[src/rtl/aex_pkg.sv]
package aex_pkg;
  // Upper-bit source selector values
  localparam int SRC_NONE = 0;
  localparam int SRC_EXT  = 1;

  function automatic bit src_is_reg(input int src);
    return src >= 2;
  endfunction

  function automatic int src_slot(input int src);
    return (src >= 2) ? src - 2 : 0;
  endfunction

  function automatic int lanes_of(input int dw);
    return 32 / dw;
  endfunction
endpackage

[src/rtl/aex_addr_mux.sv]
module aex_addr_mux #(
  parameter int MA_W    = 12,
  parameter int NIB_POS = 7
) (
  input  logic [31:0] paddr,
  input  logic [31:0] upper_src,
  output logic [31:0] slave_addr
);
  localparam int LOWW = MA_W - 4;
  localparam int NLO  = 4 * NIB_POS;

  logic unused_mux;
  assign unused_mux = ^{paddr, upper_src};

  generate
    if (MA_W >= 32) begin : g_full
      assign slave_addr = paddr;
    end else begin : g_narrow
      for (genvar b = 0; b < 32; b++) begin : g_bit
        if (b < LOWW) begin : g_low
          assign slave_addr[b] = paddr[b];
        end else if (NIB_POS < 8 && b >= NLO && b < NLO + 4) begin : g_nib
          assign slave_addr[b] = paddr[LOWW + b - NLO];
        end else begin : g_up
          assign slave_addr[b] = upper_src[b];
        end
      end
    end
  endgenerate
endmodule

[src/rtl/aex_ind_reg.sv]
module aex_ind_reg #(
  parameter int MA_W   = 12,
  parameter int DATA_W = 8,
  parameter int SLOT   = 5
) (
  input  logic        clk,
  input  logic        rst_n,
  input  logic        psel,
  input  logic        penable,
  input  logic        pwrite,
  input  logic [31:0] paddr,
  input  logic [31:0] pwdata,
  output logic        sel,
  output logic [31:0] rdata,
  output logic [31:0] ind_q
);
  localparam int NREG = aex_pkg::lanes_of(DATA_W);
  localparam int OFFW = MA_W - 4;

  logic [OFFW-1:0] offset;
  logic [NREG-1:0] lane_hit;
  logic            wr_go;
  logic [31:0]     ind_d;

  logic unused_reg;
  assign unused_reg = ^{paddr, pwdata};

  assign offset = paddr[OFFW-1:0];
  assign sel    = psel && (paddr[MA_W-1:MA_W-4] == 4'(SLOT));
  assign wr_go  = sel && penable && pwrite;

  generate
    for (genvar i = 0; i < NREG; i++) begin : g_lane
      assign lane_hit[i] = (offset == OFFW'(4 * i));
    end
  endgenerate

  always_comb begin
    ind_d = ind_q;
    for (int i = 0; i < NREG; i++) begin
      if (wr_go && lane_hit[i]) begin
        ind_d[i*DATA_W +: DATA_W] = pwdata[DATA_W-1:0];
      end
    end
  end

  always_ff @(posedge clk or negedge rst_n) begin
    if (!rst_n) begin
      ind_q <= '0;
    end else if (wr_go) begin
      ind_q <= ind_d;
    end
  end

  always_comb begin
    rdata = '0;
    for (int i = 0; i < NREG; i++) begin
      if (lane_hit[i]) begin
        rdata[DATA_W-1:0] = ind_q[i*DATA_W +: DATA_W];
      end
    end
  end
endmodule

[src/rtl/apb_addr_expander.sv]
module apb_addr_expander #(
  parameter int MA_W    = 12,
  parameter int NIB_POS = 7,
  parameter int IND_SRC = 7,
  parameter int DATA_W  = 8
) (
  input  logic        pclk,
  input  logic        presetn,
  input  logic        psel,
  input  logic        penable,
  input  logic        pwrite,
  input  logic [31:0] paddr,
  input  logic [31:0] pwdata,
  input  logic [31:0] ext_upper,
  output logic [31:0] slave_addr,
  output logic        ind_sel,
  output logic [31:0] ind_rdata,
  output logic        ind_ready,
  output logic        ind_err
);
  logic [1:0]  rst_pipe_q;
  logic [1:0]  rst_pipe_d;
  logic        rst_sync;
  logic [31:0] upper_src;

  logic unused_top;
  assign unused_top = ^{ext_upper, pwdata, psel, penable, pwrite};

  // Reset release synchroniser
  assign rst_pipe_d = {rst_pipe_q[0], 1'b1};

  always_ff @(posedge pclk or negedge presetn) begin
    if (!presetn) begin
      rst_pipe_q <= '0;
    end else begin
      rst_pipe_q <= rst_pipe_d;
    end
  end

  assign rst_sync = rst_pipe_q[1];

  generate
    if (aex_pkg::src_is_reg(IND_SRC)) begin : g_reg
      aex_ind_reg #(
        .MA_W  (MA_W),
        .DATA_W(DATA_W),
        .SLOT  (aex_pkg::src_slot(IND_SRC))
      ) u_ind_reg (
        .clk    (pclk),
        .rst_n  (rst_sync),
        .psel   (psel),
        .penable(penable),
        .pwrite (pwrite),
        .paddr  (paddr),
        .pwdata (pwdata),
        .sel    (ind_sel),
        .rdata  (ind_rdata),
        .ind_q  (upper_src)
      );
    end else begin : g_noreg
      assign ind_sel   = 1'b0;
      assign ind_rdata = '0;
      if (IND_SRC == aex_pkg::SRC_EXT) begin : g_ext
        assign upper_src = ext_upper;
      end else begin : g_zero
        assign upper_src = '0;
      end
    end
  endgenerate

  assign ind_ready = 1'b1;
  assign ind_err   = 1'b0;

  aex_addr_mux #(
    .MA_W   (MA_W),
    .NIB_POS(NIB_POS)
  ) u_addr_mux (
    .paddr     (paddr),
    .upper_src (upper_src),
    .slave_addr(slave_addr)
  );
endmodule

[config.mk]
export PLATFORM = sky130hd
export DESIGN_NAME = apb_addr_expander
export DESIGN_NICKNAME = d
export VERILOG_FILES = /design/src/rtl/aex_pkg.sv /design/src/rtl/aex_addr_mux.sv /design/src/rtl/aex_ind_reg.sv /design/src/rtl/apb_addr_expander.sv
export SDC_FILE = /design/constraint.sdc
export NUM_CORES = 1
export LEC_CHECK = 0
export CAP_MARGIN = 20
export CELL_PAD_IN_SITES_DETAIL_PLACEMENT = 0
export CELL_PAD_IN_SITES_GLOBAL_PLACEMENT = 1
export CORE_ASPECT_RATIO = 0.8
export CORE_MARGIN = 2
export CORE_UTILIZATION = 48
export CTS_CLUSTER_SIZE = 28
export DETAILED_ROUTE_END_ITERATION = 10
export DONT_BUFFER_PORTS = 1
export PLACE_DENSITY_LB_ADDON = 0.1
export SETUP_SLACK_MARGIN = 0.5
export SLEW_MARGIN = 20
export SYNTH_ARGS = -nofsm -noshare
export SYNTH_HDL_FRONTEND = slang
export SYNTH_HIERARCHICAL = 1
export SYNTH_SLANG_ARGS = --single-unit
[constraint.sdc]
create_clock -name pclk -period 3.05 [get_ports pclk]
set_input_delay 0.305 -clock pclk [delete_from_list [all_inputs] [get_ports pclk]]
set_output_delay 0.305 -clock pclk [all_outputs]
set_load 0.05 [all_outputs]
==> flow_summary.toml <==
[placed_design]
gp_congestion = 0.738
place_area_um2 = 1850
port_buffers = 0
place_hpwl_mm = 2.54

[setup_path]
start_kind = "primary input"
max_stage_delay_ns = 0.72
worstSetupEndpointType = "output port"
critPathBufInv = 1
cp.arrival_ns = 2.02
r2r_start = "g_reg.u_ind_reg/ind_q[19]"
worstSetupStartpoint = "paddr[5]"
reg2regPathDepth = 1
crit_type = "in -> out"
path_cells = "or4_1 > or3_1 > nor2b_1 > buf_4"
cp_num_cells = 4
crit_family = "simple AND/OR/NAND/NOR gates"
cp.required_ns = 2.74
r2r_setup_slack_ns = 1.98
crit_fanout = 8
cpMaxStageDelayCell = "or4_1"

[worst_hold_path]
min_from = "pwdata[0]"
min_path_cells = 1
hp-class = "in -> reg"

[floorplan]
initial_core_util_pct = 49.6
placementRows = 21
die_h_um = 62.8
ios = 168
dieArea_um2 = 4860
core_um2 = 4180
die_w_um = 77.5

[global_routing]
grt_remaining_overflow = 0
grt_pass1_vias = 1060
grt_antenna_before_repair = 0
gr-usage-all-layers_pct = 16.0
grt_max_degree = 33
grt_pass1_wl_mm = 5.78

[drt]
drt-total-wl_mm = 3.61
first_pass_iters = 4
vias = 1054
wl_per_cell_um = 18.2
drc = 0
ant_nets = 0
viasPerCell = 5.32
drt_iter0_drc = 24

[run_status]
status = "completed"

[timing]
finClkSkew_ns = 0.00264
timing.final.crit_share_pct = 76.2
tns_ns = 0
rsz0062_at_grt = "no"
slew_headroom_pct = 50.0
setup-violations-final = 0
max_freq_ghz = 0.430
hold_viol_final = 0
drv_slew = 0
fin_crit_ns = 2.32
tightest_slew_ns = 0.745
whs_ns = 0.159

[clock_tree]
cts_made_buffers = 5
ctsResizeCount = 0
cts_max_level = 2
cts_tree = "built"
clk_path_buf_depth = 2
cts-root-buf = "clkbuf_8"
clock_latency_ns = 0.28
clkSinkCount = 34
path_clk_slew_ns = 0.07

[cells_and_area]
fillers = 382
layout.nets = 242
stdcell_area_um2 = 1940
area_growth_pct = -6.46
drive_above_1_share_pct = 41.8
final_common_cell = "dfrtp_1"
n_antenna_cell = 0
mostFrequentLayoutCells = "dfrtp_1, mux2_2, conb_1"

[logic_synthesis]
synth.distinct_cells = 19
yosys_warnings = 6
netlist_area_um2 = 2070
synth_flop_cell = "dfrtp_1"
synth-seq-cells = 34
synth-edff-count = 0
yosysSeqAreaShare_pct = 41.0
netlist_instances = 163
async_reset_ff_share_pct = 100
syn_area_per_cell_um2 = 12.7

[run]
drv_cap = 0

[power_and_ir_drop]
switchingPower_uw = 244
switching_share_pct = 28.4
p_int_uw = 616
combinationalPowerShare_pct = 11.1
power_uw = 860
power_density_nw_per_um2 = 444
p_seq_share_pct = 52.8
power_frac_clock_pct = 36.1
total_leakage_power_uw = 0.000958
ir_worst_vdd_mv = 0.228
power by group through the flow:
stage	Clock, uW	Combinational [uW]	Sequential [uW]
2_1_floorplan	0	159	468
3_3_place_gp	0	93.8	463
3_5_place_dp	0	94.1	463
4_1_cts	318	95.5	454
5_1_grt	339	99.3	454
6_report	311	95.2	454
synthesized netlist by cell type, drive strengths merged (2+ instances only):
master / number / area, um2
mux4: 8 / 180
or4bb: 2 / 22.5
nor4: 4 / 85.1
dfrtp: 34 / 851
mux2: 32 / 360
clkbuf: 4 / 15.0
nand4b: 2 / 17.5
conb: 3 / 11.3
nor2b: 8 / 50.1
buf: 60 / 444
routing by layer:
metal,vias up,global-route usage (%),part of all wire [%]
met1,553,18.6,40
met3,2,8.24,11
met5,-,0,0
met4,0,3.35,0.25
met2,57,26.5,49
li1,442,-,-
logic make-up after synthesis:
logic type / count (synthesis) / synth area share, %
buffers and inverters: 64 / 22.1
AND/OR/NAND/NOR: 22 / 10.2
other: 3 / 0.543
flip-flops: 34 / 41.0
multiplexers: 40 / 26.1
stage by stage:
step / cells / util (%) / setup WS (ns)
floorplan: 187 / - / 0.556
global placement: 190 / 44.3 / 0.700
detailed placement: 190 / 44.3 / 0.695
CTS: 198 / 46.4 / 0.706
global route: 198 / 46.4 / 0.645
finish: 198 / 46.4 / 0.726
sequential cells by signal (all words and copies together), names as in the netlist:
register               flops
rst_pipe_q                 2
g_reg.u_ind_reg/ind_q     32
layout make-up:
| class | count | area, um2 | area share (%) |
|---|---|---|---|
| multi-input cells | 89 | 853 | 44.0 |
| flip-flops and latches | 34 | 851 | 43.9 |
| repair buffers | 11 | 85.1 | 4.39 |
| well taps | 57 | 71.3 | 3.68 |
| clock buffers | 5 | 68.8 | 3.55 |
| clock inverters | 2 | 10.0 | 0.516 |
path summary, 6_finish.rpt:
check                                            end
min                        g_reg.u_ind_reg/ind_q[16]
max in group asynchronous  g_reg.u_ind_reg/ind_q[25]
min in group asynchronous              rst_pipe_q[0]
max                                     ind_rdata[6]
max reg2reg                g_reg.u_ind_reg/ind_q[19]
min reg2reg                g_reg.u_ind_reg/ind_q[22]
timing repair:
action / 4_1_cts / 5_1_grt
hold endpoints to repair: 2 / 0
hold buffers: 1 / 0
buffers inserted: 0 / 0
Power figures use the tool's default switching activity.
